==> src/rtl/eac_pkg.sv <==
package eac_pkg;

  typedef enum logic {
    PROP_XOR = 1'b0,
    PROP_OR  = 1'b1
  } prop_e;

  typedef struct packed {
    logic g;
    logic p;
  } gp_t;

  // prefix operator: hi covers more significant span, lo the adjacent lower span
  function automatic gp_t gp_dot(gp_t hi, gp_t lo);
    gp_t res;
    res.g = hi.g | (hi.p & lo.g);
    res.p = hi.p & lo.p;
    return res;
  endfunction

endpackage

==> src/rtl/eac_pregen.sv <==
module eac_pregen #(
  parameter int            N    = 8,
  parameter eac_pkg::prop_e PROP = eac_pkg::PROP_XOR
) (
  input  logic [N-1:0]         c_i,
  input  logic [N-1:0]         s_i,
  output eac_pkg::gp_t [N-1:0] gp_o,
  output logic [N-1:0]         h_o
);

  for (genvar i = 0; i < N; i++) begin : g_bit
    assign gp_o[i].g = c_i[i] & s_i[i];
    if (PROP == eac_pkg::PROP_OR) begin : g_or
      assign gp_o[i].p = c_i[i] | s_i[i];
    end else begin : g_xor
      assign gp_o[i].p = c_i[i] ^ s_i[i];
    end
    assign h_o[i] = c_i[i] ^ s_i[i];
  end

endmodule

==> src/rtl/eac_lf_tree.sv <==
module eac_lf_tree #(
  parameter int            N    = 8,
  parameter eac_pkg::prop_e PROP = eac_pkg::PROP_XOR
) (
  input  eac_pkg::gp_t [N-1:0] gp_i,
  output logic [N-1:0]         grp_g_o,
  output logic [N-1:0]         grp_p_o
);

  localparam int LVL = (N > 1) ? $clog2(N) : 1;

  for (genvar l = 0; l < LVL; l++) begin : g_lvl
    eac_pkg::gp_t [N-1:0] src;
    eac_pkg::gp_t [N-1:0] nd;

    if (l == 0) begin : g_first
      assign src = gp_i;
    end else begin : g_next
      assign src = g_lvl[l-1].nd;
    end

    for (genvar i = 0; i < N; i++) begin : g_node
      if (((i >> l) & 1) == 1) begin : g_dot
        localparam int J = ((i >> l) << l) - 1;
        assign nd[i] = eac_pkg::gp_dot(src[i], src[J]);
      end else begin : g_pass
        assign nd[i] = src[i];
      end
    end
  end

  for (genvar i = 0; i < N; i++) begin : g_out
    assign grp_g_o[i] = g_lvl[LVL-1].nd[i].g;
    assign grp_p_o[i] = g_lvl[LVL-1].nd[i].p;
  end

  // leaf propagate product against the tree's top span
  logic [N-1:0] leaf_p;
  for (genvar i = 0; i < N; i++) begin : g_leaf
    assign leaf_p[i] = gp_i[i].p;
  end

  always_comb begin
    if (PROP == eac_pkg::PROP_XOR) begin
      AST_TOP_SPAN_PROP: assert (grp_p_o[N-1] == (&leaf_p))
        else $error("group propagate mismatch");
    end
  end

endmodule

==> src/rtl/eac_cinc.sv <==
module eac_cinc #(
  parameter int N = 8
) (
  input  logic [N-1:0] h_i,
  input  logic [N-1:0] grp_g_i,
  input  logic [N-1:0] grp_p_i,
  output logic [N-1:0] sum_o
);

  logic         cin;
  logic [N-1:0] car;

  // inverted end-around carry
  assign cin    = ~grp_g_i[N-1];
  assign car[0] = cin;

  for (genvar i = 1; i < N; i++) begin : g_inc
    assign car[i] = grp_g_i[i-1] | (grp_p_i[i-1] & cin);
  end

  assign sum_o = h_i ^ car;

  always_comb begin
    if (grp_p_i[N-1] && !grp_g_i[N-1]) begin
      AST_COMPLEMENT_LOW_ZERO: assert (sum_o == '0)
        else $error("low bits not cleared on complementary inputs");
    end
  end

endmodule

==> src/rtl/mod2n1_eac_adder.sv <==
module mod2n1_eac_adder #(
  parameter int             N    = 8,
  parameter eac_pkg::prop_e PROP = eac_pkg::PROP_XOR
) (
  input  logic [N-1:0] c_i,
  input  logic [N-1:0] s_i,
  output logic [N:0]   r_o
);

  eac_pkg::gp_t [N-1:0] leaf_gp;
  logic [N-1:0]         half_sum;
  logic [N-1:0]         grp_g;
  logic [N-1:0]         grp_p;
  logic [N-1:0]         low_sum;
  logic                 msb;

  eac_pregen #(.N(N), .PROP(PROP)) i_pregen (
    .c_i  (c_i),
    .s_i  (s_i),
    .gp_o (leaf_gp),
    .h_o  (half_sum)
  );

  eac_lf_tree #(.N(N), .PROP(PROP)) i_tree (
    .gp_i    (leaf_gp),
    .grp_g_o (grp_g),
    .grp_p_o (grp_p)
  );

  eac_cinc #(.N(N)) i_cinc (
    .h_i     (half_sum),
    .grp_g_i (grp_g),
    .grp_p_i (grp_p),
    .sum_o   (low_sum)
  );

  // top bit from the full-span group signals
  if (PROP == eac_pkg::PROP_OR) begin : g_msb_or
    assign msb = grp_p[N-1] & ~grp_g[N-1];
  end else begin : g_msb_xor
    assign msb = grp_p[N-1];
  end

  assign r_o = {msb, low_sum};

  // checks against wide arithmetic
  logic [N:0]  wide_sum;
  logic [63:0] ref_val;
  assign wide_sum = {1'b0, c_i} + {1'b0, s_i};
  assign ref_val  = (64'(c_i) + 64'(s_i) + 64'd1) % ((64'd1 << N) + 64'd1);

  always_comb begin
    AST_RESIDUE: assert (65'(r_o) == {1'b0, ref_val})
      else $error("residue mismatch");
    AST_NO_OVERFLOW: assert (r_o <= {1'b1, {N{1'b0}}})
      else $error("result above modulus range");
    AST_CARRY_OUT: assert (grp_g[N-1] == wide_sum[N])
      else $error("tree carry-out mismatch");
    AST_MSB_IFF_COMPLEMENT: assert (r_o[N] == ((c_i ^ s_i) == {N{1'b1}}))
      else $error("msb detection mismatch");
    if (r_o[N]) begin
      AST_MSB_LOW_ZERO: assert (r_o[N-1:0] == '0)
        else $error("msb set with nonzero low bits");
    end
  end

endmodule

==> config.mk <==
export PLATFORM = sky130hd
export DESIGN_NAME = mod2n1_eac_adder
export DESIGN_NICKNAME = d
export VERILOG_FILES = /design/src/rtl/eac_pkg.sv /design/src/rtl/eac_pregen.sv /design/src/rtl/eac_lf_tree.sv /design/src/rtl/eac_cinc.sv /design/src/rtl/mod2n1_eac_adder.sv
export SDC_FILE = /design/constraint.sdc
export NUM_CORES = 1
export LEC_CHECK = 0
export BUFFER_PORTS_ARGS = -buffer_cell sky130_fd_sc_hd__buf_2
export CORE_AREA = 2 2 39 41
export DETAILED_ROUTE_END_ITERATION = 10
export DIE_AREA = 0 0 41 43
export PLACE_DENSITY_LB_ADDON = 0.08
export SETUP_SLACK_MARGIN = 0.02
export SYNTH_ARGS = -nofsm -noshare
export SYNTH_HDL_FRONTEND = slang
export SYNTH_SLANG_ARGS = --single-unit
==> constraint.sdc <==
create_clock -name vclk -period 4.2
set_input_delay 0.42 -clock vclk [all_inputs]
set_output_delay 0.42 -clock vclk [all_outputs]
set_load 0.005 [all_outputs]
==> out/results.txt <==
Mapped Area: 424 um2
RSZ-0062 raised after global routing: no
Int Power: 0.0475 mW
Outcome: complete, no violations
Total negative slack: 0 ns
CP delay by family, top: compound AO/OA/AOI/OAI gates
CP max FO: 5
Crit Path Category: in2out
Overall power: 0.0963 mW
Post-CTS sizing: 0
Antenna viol nets, final: 0
CP bufs+invs: 2
HPWL Detailed: 846 um
Cells along the critical path: buf_2 > ha_1 > a21oi_2 > a21oi_4 > a311oi_4 > nor4_1 > a211o_1 > buf_2
Cell count after synthesis: 53
Pleak: 0.272 nW
Seq_cells: 0
Largest net degree at the start of global routing: 7
Antenna violations before repair: 0
GP Congestion: 0.713
Most frequent cells in the layout: buf_2, ha_1
Nets: 104
Psw: 0.0488 mW
Crit path DAT: 1.97 ns
Share of layout cells above drive strength 1: 42.3%
Chip Height: 43 um
Hold slack final: 1.29 ns
Drt drc: 0
Net Count, Synth: 77
CORE AREA: 1380 um2
Gr usage total: 11.7%
Drt pass-1 iters: 4
Peak VDD IR: 56.5 uV
Crit path from: c_i[6]
Fill count: 159
Area Overhead vs Synth: 34.2%
Yosys cell types: 25
PortBufs: 25
WL final: 950 um
Setup crit end kind: primary output
Clk pwr share: 0%
Most common cell after layout, fill and taps aside: buf_2
CLK BUF: 0
Postcts setup bufs: 0
Die ar.: 1760 um2
Synth Area per Inst: 8.00 um2
Maxcap violations: 0
Pre-CTS WS: 1.80 ns
Max_slew headroom: 75.2%
First DRT Iteration DRCs: 5
Req. time, crit path: 3.78 ns
Max Slew Vio Count: 0
Final Setup Violations: 0
Comb power frac: 100.0%
Power Density: 169 nW/um2
I/O pins: 25
Register area: 0 um2
Max frequency: 419 MHz
Vias in the first global route: 415
Final worst setup slack: 1.81 ns
Cell Rows: 14
Synth Warn #: 0
Total grt overflow: 0
Hold Buf Count CTS: 0
Die Wd: 41 um
Critical Path Stages: 8
Total number of vias: 477
Crit-path max cell delay: 0.36 ns
Switching Fraction: 50.7%
Drt wl/cell: 10.1 um
First-pass GRT wire length: 1590 um
Most common cell on crit path: buf_2
Least-Margin Pin Slew: 0.367 ns
Initial Util: 30.7%
Critical path endpoint: r_o[2]
Register area share after synthesis: 0%
Vias per cell: 5.07
Crit path max-delay cell type: ha_1
Antenna Cells: 0
Class of the worst hold path: in2out
Hold Violations, Final: 0
Tmin final: 2.39 ns
Final non-filler cell total: 94
Dpl cells: 94
Crit start category: input port
Tcrit/Tclk final: 56.9%
Sequential share of power: 0%
[per-stage QoR]
step,util [%],cell area [um2]
2_1_floorplan,-,424
3_3_place_gp,41.1,569
3_5_place_dp,41.1,569
4_1_cts,41.1,569
5_1_grt,41.1,569
6_report,41.1,569
[power groups by stage]
stage	combinational, mW	sequential (mW)	clock [mW]
finish	0.0963	0	0
floorplan	0.0655	0	0
global route	0.107	0	0
CTS	0.0978	0	0
global placement	0.0978	0	0
detailed placement	0.0974	0	0
[cell usage after synthesis]
cell type  instances  area share, %
ha_1               8             24
a21oi_1            4            4.7
nand2_1            4            3.5
nand3_1            4            4.7
xnor2_1            4            8.3
a21oi_2            3            6.2
inv_1              3            2.7
nor4_1             3            4.4
xor2_1             3            6.2
o21ai_1            2            2.4
a211o_1            1            2.1
a21oi_4            1            3.8
a311oi_4           1            6.2
a31oi_1            1            1.5
and2_1             1            1.5
and3_1             1            1.5
and4b_1            1            2.4
nand2b_1           1            1.5
nor2_1             1           0.88
o211ai_1           1            1.8
o211ai_2           1            2.9
o21a_1             1            1.8
o21ai_2            1            2.1
o311ai_0           1            2.1
or2_2              1            1.5
[how the worst min path moves through the flow]
| stage | from | end | slack, ns | cells after the start |
|---|---|---|---|---|
| floorplan | s_i[4] | r_o[4] | 1.06 | 2 |
| global placement | s_i[4] | r_o[4] | 1.29 | 4 |
| detailed placement | s_i[4] | r_o[4] | 1.28 | 4 |
| CTS | s_i[4] | r_o[4] | 1.29 | 4 |
| global route | s_i[4] | r_o[4] | 1.32 | 4 |
| finish | s_i[4] | r_o[4] | 1.29 | 4 |
[worst min-delay path: cells and delay by family]
family,cells,cell delay (ns)
fa+ha+maj,1,0.18
buf+inv,2,0.20
xor+xnor,1,0.08
[cell families after synthesis]
kind of cell / share of synthesized area (%)
adder cells (fa/ha/maj): 23.6
XOR/XNOR: 14.5
buffers and inverters: 2.65
AO/OA/AOI/OAI: 37.5
AND/OR/NAND/NOR: 21.8
[routing by layer]
| metal | part of all wire [%] | up-vias | wire length, um | global-route usage [%] |
|---|---|---|---|---|
| met1 | 44 | 212 | 417 | 16.5 |
| met4 | 0 | 0 | 0 | 0 |
| met2 | 51 | 12 | 483 | 20.3 |
| li1 | - | 253 | - | - |
| met3 | 5.2 | 0 | 49 | 0 |
| met5 | 0 | - | 0 | 0 |
[layout make-up]
cell class	instances	area, um2	share of cell area (%)
repair buffers	25	125	22.0
inverters	3	11.3	1.98
multi-input cells	50	413	72.5
well taps	16	20.0	3.52
Power figures use the tool's default switching activity.
